<file path="src/rtl/scfg_pkg.sv">
`timescale 1ns/1ps
package scfg_pkg;
  localparam int WORD_W    = 24;
  localparam int ADDR_W    = 2;
  localparam int PAY_W     = WORD_W - ADDR_W;
  localparam int NUM_WORDS = 1 << ADDR_W;
  // span of a mode word that the mode input switches
  localparam int SEL_HI    = 21;
  localparam int SEL_LO    = 5;
  localparam int SEL_W     = SEL_HI - SEL_LO + 1;

  typedef enum logic [ADDR_W-1:0] {
    W_MODE0 = 2'b00,
    W_MODE1 = 2'b01,
    W_DIV   = 2'b10,
    W_TRIM  = 2'b11
  } word_sel_e;

  localparam logic [PAY_W-1:0] MODE_RST = PAY_W'(22'h000080); // attenuation = 10
  localparam logic [PAY_W-1:0] TRIM_RST = PAY_W'(22'h008000); // phase-detector reset = 1

  function automatic logic [PAY_W-1:0] rst_value(input int idx);
    case (idx)
      int'(W_MODE0), int'(W_MODE1): rst_value = MODE_RST;
      int'(W_TRIM):                 rst_value = TRIM_RST;
      default:                      rst_value = '0;
    endcase
  endfunction
endpackage

</file>
<file path="src/rtl/scfg_sync.sv">
`timescale 1ns/1ps
module scfg_sync #(
  parameter int W      = 1,
  parameter int STAGES = 2
) (
  input  logic         clk,
  input  logic         rst_n,
  input  logic [W-1:0] d,
  output logic [W-1:0] q
);
  logic [STAGES-1:0][W-1:0] st_q, st_d;

  always_comb begin
    st_d = {st_q[STAGES-2:0], d};
  end

  always_ff @(posedge clk or negedge rst_n) begin
    if (!rst_n) st_q <= '0;
    else        st_q <= st_d;
  end

  assign q = st_q[STAGES-1];
endmodule

</file>
<file path="src/rtl/scfg_shifter.sv">
`timescale 1ns/1ps
module scfg_shifter #(
  parameter int WORD_W = 24
) (
  input  logic              clk,
  input  logic              rst_n,
  input  logic              sclk_s,
  input  logic              sdat_s,
  input  logic              sstb_s,
  output logic              wr_en,
  output logic [WORD_W-1:0] word
);
  logic              sclk_q, sstb_q;
  logic [WORD_W-1:0] sh_q, sh_d;
  logic              clk_rise, stb_rise;

  assign clk_rise = sclk_s & ~sclk_q;
  assign stb_rise = sstb_s & ~sstb_q;

  // shift only on a serial-clock rise; older bits fall off the top
  always_comb begin
    sh_d = sh_q;
    if (clk_rise) sh_d = {sh_q[WORD_W-2:0], sdat_s};
  end

  always_ff @(posedge clk or negedge rst_n) begin
    if (!rst_n) begin
      sclk_q <= 1'b0;
      sstb_q <= 1'b0;
      sh_q   <= '0;
    end else begin
      sclk_q <= sclk_s;
      sstb_q <= sstb_s;
      sh_q   <= sh_d;
    end
  end

  // commit only while the serial clock rests low
  assign wr_en = stb_rise & ~sclk_s;
  assign word  = sh_q;
endmodule

</file>
<file path="src/rtl/scfg_bank.sv">
`timescale 1ns/1ps
module scfg_bank
  import scfg_pkg::*;
#(
  parameter  int NUM = NUM_WORDS,
  parameter  int PW  = PAY_W,
  localparam int AW  = $clog2(NUM)
) (
  input  logic                    clk,
  input  logic                    rst_n,
  input  logic                    wr_en,
  input  logic [AW-1:0]           wr_addr,
  input  logic [PW-1:0]           wr_data,
  output logic [NUM-1:0][PW-1:0]  words,
  output logic [NUM-1:0]          wen
);
  for (genvar g = 0; g < NUM; g++) begin : g_reg
    logic [PW-1:0] r_q, r_d;
    assign wen[g] = wr_en && (wr_addr == AW'(g));
    always_comb begin
      r_d = r_q;
      if (wen[g]) r_d = wr_data;
    end
    always_ff @(posedge clk or negedge rst_n) begin
      if (!rst_n) r_q <= PW'(rst_value(g));
      else        r_q <= r_d;
    end
    assign words[g] = r_q;
  end
endmodule

</file>
<file path="src/rtl/serial_cfg_regfile.sv">
`timescale 1ns/1ps
module serial_cfg_regfile
  import scfg_pkg::*;
#(
  parameter int SYNC_STAGES = 2
) (
  input  logic       clk,
  input  logic       rst_n,
  input  logic       ser_clk_i,
  input  logic       ser_dat_i,
  input  logic       ser_stb_i,
  input  logic       mode_sel_i,
  input  logic       standby_n_i,
  output logic [4:0] a_coef_o,
  output logic [8:0] b_coef_o,
  output logic [1:0] pa_atten_o,
  output logic       tx_sel_o,
  output logic [1:0] cp_curr_o,
  output logic       dcdc_en_o,
  output logic       fsk_sel_o,
  output logic       clkbuf_en_o,
  output logic [1:0] bo_thresh_o,
  output logic       bo_en_o,
  output logic [7:0] ref_div_o,
  output logic [4:0] clk_div_o,
  output logic [6:0] sw_div_o,
  output logic [2:0] xtal_trim_o,
  output logic       pfd_rst_o,
  output logic [2:0] dem_tune_o,
  output logic       pwr_en_o,
  output logic       atten_bad_o,
  output logic       cp_bad_o
);
  logic                             rst_n_int;
  logic [2:0]                       ser_s;
  logic                             wr_en;
  logic [WORD_W-1:0]                word;
  logic [ADDR_W-1:0]                wr_addr;
  logic [PAY_W-1:0]                 wr_data;
  logic [NUM_WORDS-1:0][PAY_W-1:0]  words;
  logic [NUM_WORDS-1:0]             wen;
  logic [SEL_W-1:0]                 act_sel;
  logic [PAY_W-1:0]                 w_m0, w_m1, w_div, w_trim;

  scfg_sync #(.W(1), .STAGES(SYNC_STAGES)) u_rst_sync (
    .clk(clk), .rst_n(rst_n), .d(1'b1), .q(rst_n_int));

  scfg_sync #(.W(3), .STAGES(SYNC_STAGES)) u_ser_sync (
    .clk(clk), .rst_n(rst_n_int),
    .d({ser_clk_i, ser_dat_i, ser_stb_i}), .q(ser_s));

  scfg_sync #(.W(1), .STAGES(SYNC_STAGES)) u_sby_sync (
    .clk(clk), .rst_n(rst_n_int), .d(standby_n_i), .q(pwr_en_o));

  scfg_shifter #(.WORD_W(WORD_W)) u_shift (
    .clk(clk), .rst_n(rst_n_int),
    .sclk_s(ser_s[2]), .sdat_s(ser_s[1]), .sstb_s(ser_s[0]),
    .wr_en(wr_en), .word(word));

  assign wr_addr = word[WORD_W-1 -: ADDR_W];
  assign wr_data = word[PAY_W-1:0];

  scfg_bank #(.NUM(NUM_WORDS), .PW(PAY_W)) u_bank (
    .clk(clk), .rst_n(rst_n_int), .wr_en(wr_en), .wr_addr(wr_addr),
    .wr_data(wr_data), .words(words), .wen(wen));

  assign w_m0   = words[W_MODE0];
  assign w_m1   = words[W_MODE1];
  assign w_div  = words[W_DIV];
  assign w_trim = words[W_TRIM];

  // live choice between the two shadowed mode sets
  assign act_sel = mode_sel_i ? w_m1[SEL_HI:SEL_LO] : w_m0[SEL_HI:SEL_LO];

  assign a_coef_o    = act_sel[16:12];
  assign b_coef_o    = act_sel[11:3];
  assign pa_atten_o  = act_sel[2:1];
  assign tx_sel_o    = act_sel[0];
  assign atten_bad_o = &act_sel[2:1];

  assign cp_curr_o   = w_m0[3:2];
  assign cp_bad_o    = &w_m0[3:2];
  assign dcdc_en_o   = w_m0[0];

  assign fsk_sel_o   = w_m1[4];
  assign clkbuf_en_o = w_m1[3];
  assign bo_thresh_o = w_m1[2:1];
  assign bo_en_o     = w_m1[0];

  assign ref_div_o   = w_div[21:14];
  assign clk_div_o   = w_div[12:8];
  assign sw_div_o    = w_div[6:0];

  assign xtal_trim_o = w_trim[18:16];
  assign pfd_rst_o   = w_trim[15];
  assign dem_tune_o  = w_trim[14:12];

  logic unused_bits;
  assign unused_bits = ^{w_m0[4], w_m0[1], w_div[13], w_div[7],
                         w_trim[21:19], w_trim[11:0]};
endmodule

</file>
<file path="config.mk">
export PLATFORM = sky130hd
export DESIGN_NAME = serial_cfg_regfile
export DESIGN_NICKNAME = d
export VERILOG_FILES = /design/src/rtl/scfg_pkg.sv /design/src/rtl/scfg_sync.sv /design/src/rtl/scfg_shifter.sv /design/src/rtl/scfg_bank.sv /design/src/rtl/serial_cfg_regfile.sv
export SDC_FILE = /design/constraint.sdc
export NUM_CORES = 1
export LEC_CHECK = 0
export BUFFER_PORTS_ARGS = -buffer_cell sky130_fd_sc_hd__buf_4
export CORE_ASPECT_RATIO = 0.5
export CORE_MARGIN = 2
export CORE_UTILIZATION = 47
export CTS_BUF_LIST = sky130_fd_sc_hd__clkbuf_4
export CTS_CLUSTER_DIAMETER = 50
export CTS_CLUSTER_SIZE = 40
export DETAILED_ROUTE_END_ITERATION = 8
export PLACE_DENSITY = 0.69
export SLEW_MARGIN = 20
export SYNTH_ARGS = -nofsm -noshare
export SYNTH_HDL_FRONTEND = slang
export SYNTH_HIERARCHICAL = 1
export SYNTH_SLANG_ARGS = --single-unit
export TNS_END_PERCENT = 100
</file>
<file path="constraint.sdc">
create_clock -name clk -period 3.7 [get_ports clk]
set_clock_uncertainty 0.1 [all_clocks]
set_input_delay 0.185 -clock clk [delete_from_list [all_inputs] [get_ports clk]]
set_output_delay 0.185 -clock clk [all_outputs]
set_load 0.01 [all_outputs]
</file>
==> impl_metrics.csv, run 1 <==
group,metric,value,unit
critical_path,crit_buf_inv,1,
cells_and_area,drive_above_1_share,63.06,%
clock_network,cts-resized-gates,0,
timing,relSlewSlack,33.23,%
place,place.port_buffers,61,
route,num_vias,2148,
cells_and_area,num-nets-final,316,
cells_and_area,area_delta_synth_final,16.91,%
power_and_ir_drop,p_leak,2.529,nW
global_route,grtUsageMet1,22.23,%
global_route,busiest_layer,"met2",
critical_path,r2r_cells,4,
clock_network,numCtsBuffers,9,
critical_path,path_cells,"nor3b_1, nor3b_4, buf_6, mux2_2",
yosys,avgSynthCellArea,17.56,µm²
global_route,use_met3,5.161,%
cells_and_area,n_antenna_cell,0,
yosys,syn-num-nets,246,
critical_path,crit_required,3940,ps
cells_and_area,final_common_cell,"dfrtp_1",
route,drt_iter0_markers,92,
cells_and_area,regArea,0.002635,mm²
clock_network,cts_tree,"yes",
timing,finalCritPeriodShare,57.56,%
floorplan,fp.dieW,137.6,µm
global_route,grt_pass1_wl,11.80,mm
place,post-dp-hpwl,4.698,mm
place,dp.cells,408,
critical_path,cp-end-kind,"flip-flop",
route,ant_nets,0,
timing,max_freq,469.6,MHz
timing,fin_ws,1570,ps
power_and_ir_drop,power_density,485.8,mW/mm²
global_route,grt_overflow,0,
yosys,synthCells,239,
critical_path,startpoint_type,"flip-flop",
yosys,ys.warnings.count,6,
critical_path,path_class,"flip-flop to flip-flop",
floorplan,io_pins,62,
cells_and_area,filler_cell_count,728,
cells_and_area,multi_input_area,0.001428,mm²
timing,setup_tns,0,ps
timing,post-route-min-period,2130,ps
critical_path,r2r-end,"u_bank/g_reg[0].r_q[0]",
yosys,mappedNetlistArea,0.004197,mm²
hold_path,min_path_type,"flip-flop to asynchronous set/reset pin",
critical_path,r2r-start,"u_ser_sync/q[2]",
critical_path,arrival,2370,ps
global_route,antenna_found_initial,0,
route,routed_via_density,4.984,
global_route,grt_max_degree,48,
critical_path,crit_family,"simple AND/OR/NAND/NOR gates",
global_route,grt_util_met2,25.26,%
clock_network,cts_sinks,105,
route,dr.pass1.iters,3,
place,place.gp.congestion,0.7191,
timing,rsz0062_at_grt,"no",
clock_network,postCtsSetupBuffers,0,
floorplan,die_y,70.82,µm
floorplan,rows,24,
critical_path,reg2reg_setup_slack,1570,ps
clock_network,clk_path_buf_depth,2,
floorplan,dieArea,0.009746,mm²
clock_network,htree_num_levels,3,
global_route,grt_pass1_vias,2225,
route,wl,7.219,mm
route,drcViolationCount,0,
outcome,status,"complete, no violations",
critical_path,cpMaxStageDelayCell,"nor3b_4",
clock_network,clk_latency,440,ps
floorplan,start_util,48.36,%
timing,maxSlewViolCount,0,
place,dpl_worst_slack,1276,ps
cells_and_area,final_cell_mix,"101 x dfrtp_1, 82 x mux2_2, 65 x buf_4",
timing,worst_pin_slew,999.5,ps
timing,final-setup-viol-count,0,
timing,finalHoldViolCount,0,
floorplan,core-area,0.008678,mm²
clock_network,cts_hold_buffers,6,
critical_path,critPathMaxStageDelay,480,ps
global_route,grt_usage,16.33,%
critical_path,crit_fanout,14,
power_and_ir_drop,vdd_ir_drop_max,0.0001832,V
clock_network,cts.clk_slew.worst_paths,150,ps
cells_and_area,final_cells,431,
clock_network,cts_root_buf,"clkbuf_4",
job,drv_cap,0,
route,avgRoutedWirePerCell,16.75,µm
-- per-stage QoR --
step | util, % | area, µm² | power, W | hold slack (ps)
floorplan | - | 4197 | 0.001689 | -210.6
global route | 56.53 | 4906 | 0.002520 | 230.7
global placement | 54.12 | 4697 | 0.001819 | -133.1
detailed placement | 54.12 | 4697 | 0.001841 | -130.6
CTS | 56.40 | 4895 | 0.002415 | 227.0
finish | 56.53 | 4906 | 0.002383 | 258.4
-- flip-flops by register name, indices dropped and copies added (netlist names) --
name,flops
u_shift/sclk_q,1
u_ser_sync/q,3
u_ser_sync/st_d,3
u_shift/word,24
u_sby_sync/q,1
u_sby_sync/st_d,1
u_rst_sync/q,1
u_rst_sync/st_d,1
u_shift/sstb_q,1
u_bank/g.r_q,69
-- metal layers --
| metal | routed length, µm | share of wire [%] |
|---|---|---|
| met1 | 3371 | 47 |
| met2 | 3458 | 48 |
| met3 | 306 | 4.2 |
| met4 | 82 | 1.1 |
| met5 | 0 | 0 |
-- cell type report --
| type | instances | area share (%) |
|---|---|---|
| flip-flops and latches | 105 | 53.71 |
| multi-input cells | 121 | 29.10 |
| repair buffers | 72 | 11.40 |
| well taps | 117 | 2.984 |
| clock inverters | 7 | 1.428 |
| clock buffers | 9 | 1.377 |
-- worst max-delay path by stage --
stage                     from  cells after the start                     end
2_1_floorplan     u_rst_sync/q                      0  u_bank/g_reg[0].r_q[0]
3_3_place_gp   u_ser_sync/q[2]                      3  u_bank/g_reg[0].r_q[9]
3_5_place_dp   u_ser_sync/q[2]                      3  u_bank/g_reg[0].r_q[6]
4_1_cts        u_ser_sync/q[2]                      3  u_bank/g_reg[0].r_q[6]
5_1_grt        u_ser_sync/q[2]                      4  u_bank/g_reg[0].r_q[6]
6_report       u_ser_sync/q[2]                      4  u_bank/g_reg[0].r_q[0]
-- power breakdown --
part / internal [W] / total [W] / switching (W)
combinational: 0.000251 / 0.000367 / 0.000115
clock: 0.000207 / 0.000569 / 0.000363
sequential: 0.00130 / 0.00145 / 0.000152
total: 0.00175 / 0.00238 / 0.000630
Power figures use the tool's default switching activity.
==> run 2, diff against run 1 <==
--- a/config.mk
+++ b/config.mk
@@ -5,6 +5,7 @@
 export SDC_FILE = /design/constraint.sdc
 export NUM_CORES = 1
 export LEC_CHECK = 0
+export ABC_AREA = 1
 export BUFFER_PORTS_ARGS = -buffer_cell sky130_fd_sc_hd__buf_4
 export CORE_ASPECT_RATIO = 0.5
 export CORE_MARGIN = 2
@@ -13,7 +14,7 @@
 export CTS_CLUSTER_DIAMETER = 50
 export CTS_CLUSTER_SIZE = 40
 export DETAILED_ROUTE_END_ITERATION = 8
-export PLACE_DENSITY = 0.69
+export PLACE_DENSITY = 0.67
 export SLEW_MARGIN = 20
 export SYNTH_ARGS = -nofsm -noshare
 export SYNTH_HDL_FRONTEND = slang
==> constraint.sdc (replaced) <==
create_clock -name clk -period 2.1 [get_ports clk]
set_clock_uncertainty 0.1 [all_clocks]
set_input_delay 0.105 -clock clk [delete_from_list [all_inputs] [get_ports clk]]
set_output_delay 0.105 -clock clk [all_outputs]
set_load 0.01 [all_outputs]
==> run 2 against run 1 <==
Effect of this change: combinational power fell by 14%; non-clock buffer count rose by 9; synthesized area rose by 7.1%; final cell count rose by 56%; register-to-register slack got worse by 1300 ps; setup slack got worse by 1300 ps; maximum frequency rose by 19%; die area rose by 6.8%; largest cell class unchanged; highest routed layer unchanged.
==> impl_metrics.csv, run 2 <==
group,metric,value,unit
clock_network,cts_tree,"yes",
clock_network,numCtsBuffers,9,
timing,worst_pin_slew,691.8,ps
cells_and_area,filler_cell_count,865,
global_route,grt_max_degree,46,
yosys,mappedNetlistArea,0.004494,mm²
yosys,syn-num-nets,507,
route,drt_iter0_markers,399,
power_and_ir_drop,p_leak,2.894,nW
cells_and_area,multi_input_area,0.001530,mm²
critical_path,reg2reg_setup_slack,300,ps
critical_path,crit_fanout,22,
critical_path,r2r-start,"u_ser_sync/q[2]",
global_route,grt_pass1_vias,3186,
critical_path,startpoint,"u_ser_sync/q[2]",
critical_path,r2r_cells,5,
cells_and_area,largest_reg_flops,69,
power_and_ir_drop,power_switching,0.0009746,W
critical_path,crit_top_cell,"nand2_1",
floorplan,core-area,0.009353,mm²
floorplan,die_y,73.15,µm
timing,relSlewSlack,53.77,%
floorplan,dieArea,0.01041,mm²
place,place.gp.congestion,0.7959,
yosys,avgSynthCellArea,8.989,µm²
critical_path,worst-path-stages,5,
power_and_ir_drop,clkPwrFrac,30.0,%
timing,finalCritPeriodShare,85.57,%
critical_path,critPathMaxStageDelay,460,ps
power_and_ir_drop,p_sw_share,25.98,%
critical_path,path_class,"flip-flop to flip-flop",
timing,final-setup-viol-count,0,
critical_path,startpoint_type,"flip-flop",
clock_network,cts.clk_slew.worst_paths,150,ps
clock_network,postCtsSetupBuffers,0,
timing,maxSlewViolCount,0,
power_and_ir_drop,power,0.003751,W
floorplan,io_pins,62,
critical_path,cp-end-kind,"flip-flop",
timing,post-route-min-period,1797,ps
clock_network,cts_root_buf,"clkbuf_4",
critical_path,arrival,2040,ps
cells_and_area,regMostFlops,"u_bank/g.r_q",
critical_path,r2r-end,"u_bank/g_reg[1].r_q[12]",
power_and_ir_drop,pwr-share-seq,61.5,%
timing,max_freq,556.5,MHz
cells_and_area,final_common_cell,"nand2_1",
power_and_ir_drop,power_density,727.2,mW/mm²
critical_path,crit_required,2340,ps
cells_and_area,num-nets-final,555,
clock_network,clk_path_buf_depth,2,
critical_path,crit_buf_inv,1,
clock_network,clk_latency,450,ps
cells_and_area,regArea,0.002635,mm²
place,place.port_buffers,61,
global_route,grt_overflow,0,
power_and_ir_drop,internal-power,0.002777,W
route,ant_nets,0,
global_route,grt_pass1_wl,16.46,mm
cells_and_area,area_delta_synth_final,14.78,%
critical_path,path_cells,"nor3b_2, buf_4, nand3_2, nand2_1, nand2_1",
job,drv_cap,0,
place,dp.cells,652,
cells_and_area,drive_above_1_share,20.43,%
place,post-dp-hpwl,6.661,mm
route,num_vias,3483,
floorplan,start_util,48.05,%
cells_and_area,n_antenna_cell,0,
cells_and_area,final_cells,674,
route,routed_via_density,5.168,
timing,finalHoldViolCount,0,
timing,setup_tns,0,ps
global_route,grt_usage,20.78,%
route,dr.pass1.iters,4,
cells_and_area,final_cell_mix,"227 x nand2_1, 101 x dfrtp_1, 74 x buf_4",
route,wl,10.16,mm
floorplan,rows,25,
power_and_ir_drop,vdd_ir_drop_max,0.0004532,V
critical_path,cpMaxStageDelayCell,"nand3_2",
power_and_ir_drop,combinationalPowerShare,8.4,%
critical_path,crit_family,"simple AND/OR/NAND/NOR gates",
outcome,status,"complete, no violations",
clock_network,htree_num_levels,3,
critical_path,setup.worst_path.end,"u_bank/g_reg[1].r_q[12]",
timing,rsz0062_at_grt,"no",
yosys,synthCells,500,
yosys,ys.warnings.count,6,
floorplan,fp.dieW,142.3,µm
route,avgRoutedWirePerCell,15.07,µm
clock_network,cts_sinks,105,
route,drcViolationCount,0,
global_route,antenna_found_initial,0,
hold_path,min_path_type,"flip-flop to asynchronous set/reset pin",
-- run 2: stage by stage --
| stage | cell area [µm²] | hold WS (ps) | util, % | worst slack, ps |
|---|---|---|---|---|
| 4_1_cts | 5159 | 160.8 | 55.16 | 278.3 |
| 3_5_place_dp | 4943 | -211.8 | 52.86 | 303.0 |
| 2_1_floorplan | 4496 | -290.6 | - | 242.7 |
| 5_1_grt | 5159 | 151.1 | 55.16 | 73.23 |
| 6_report | 5159 | 172.8 | 55.16 | 303.0 |
| 3_3_place_gp | 4943 | -211.7 | 52.86 | 370.0 |
-- run 2: power by group through the flow --
stage / Combinational (W) / Sequential [W] / Clock, W
2_1_floorplan: 0.000199 / 0.00230 / 0
3_5_place_dp: 0.000311 / 0.00234 / 0
4_1_cts: 0.000320 / 0.00231 / 0.00115
6_report: 0.000316 / 0.00231 / 0.00113
3_3_place_gp: 0.000301 / 0.00234 / 0
5_1_grt: 0.000360 / 0.00233 / 0.00123
-- run 2: how the worst min path moves through the flow --
stage / startpoint / to / slack (ps) / depth (start not counted)
floorplan: rst_n / u_rst_sync/q / -290 / 0
finish: u_rst_sync/q / u_bank/g_reg[3].r_q[13] / 170 / 0
CTS: ser_clk_i / u_ser_sync/st_d[5] / 160 / 2
detailed placement: rst_n / u_rst_sync/st_d[1] / -210 / 1
global placement: rst_n / u_rst_sync/st_d[1] / -210 / 1
global route: ser_dat_i / u_ser_sync/st_d[4] / 150 / 2
-- run 2: layout make-up --
cell class              count  share of cell area [%]
well taps                 121                   2.935
clock inverters             5                   1.407
repair buffers             81                   12.32
multi-input cells         340                   29.66
inverters                  11                  0.9944
flip-flops and latches    105                   51.08
clock buffers              11                   1.601
-- run 2: timing repair --
action,4_1_cts,5_1_grt
gates resized for setup,0,0
hold buffers,6,0
endpoints found under the hold margin,6,0
-- run 2: layer usage --
metal | global-route usage (%) | vias up | wire (µm)
met1 | 32.42 | 1670 | 4951
li1 | - | 1713 | -
met2 | 28.34 | 96 | 4422
met4 | 5.501 | 0 | 65
met3 | 5.709 | 4 | 720
met5 | 0 | - | 0
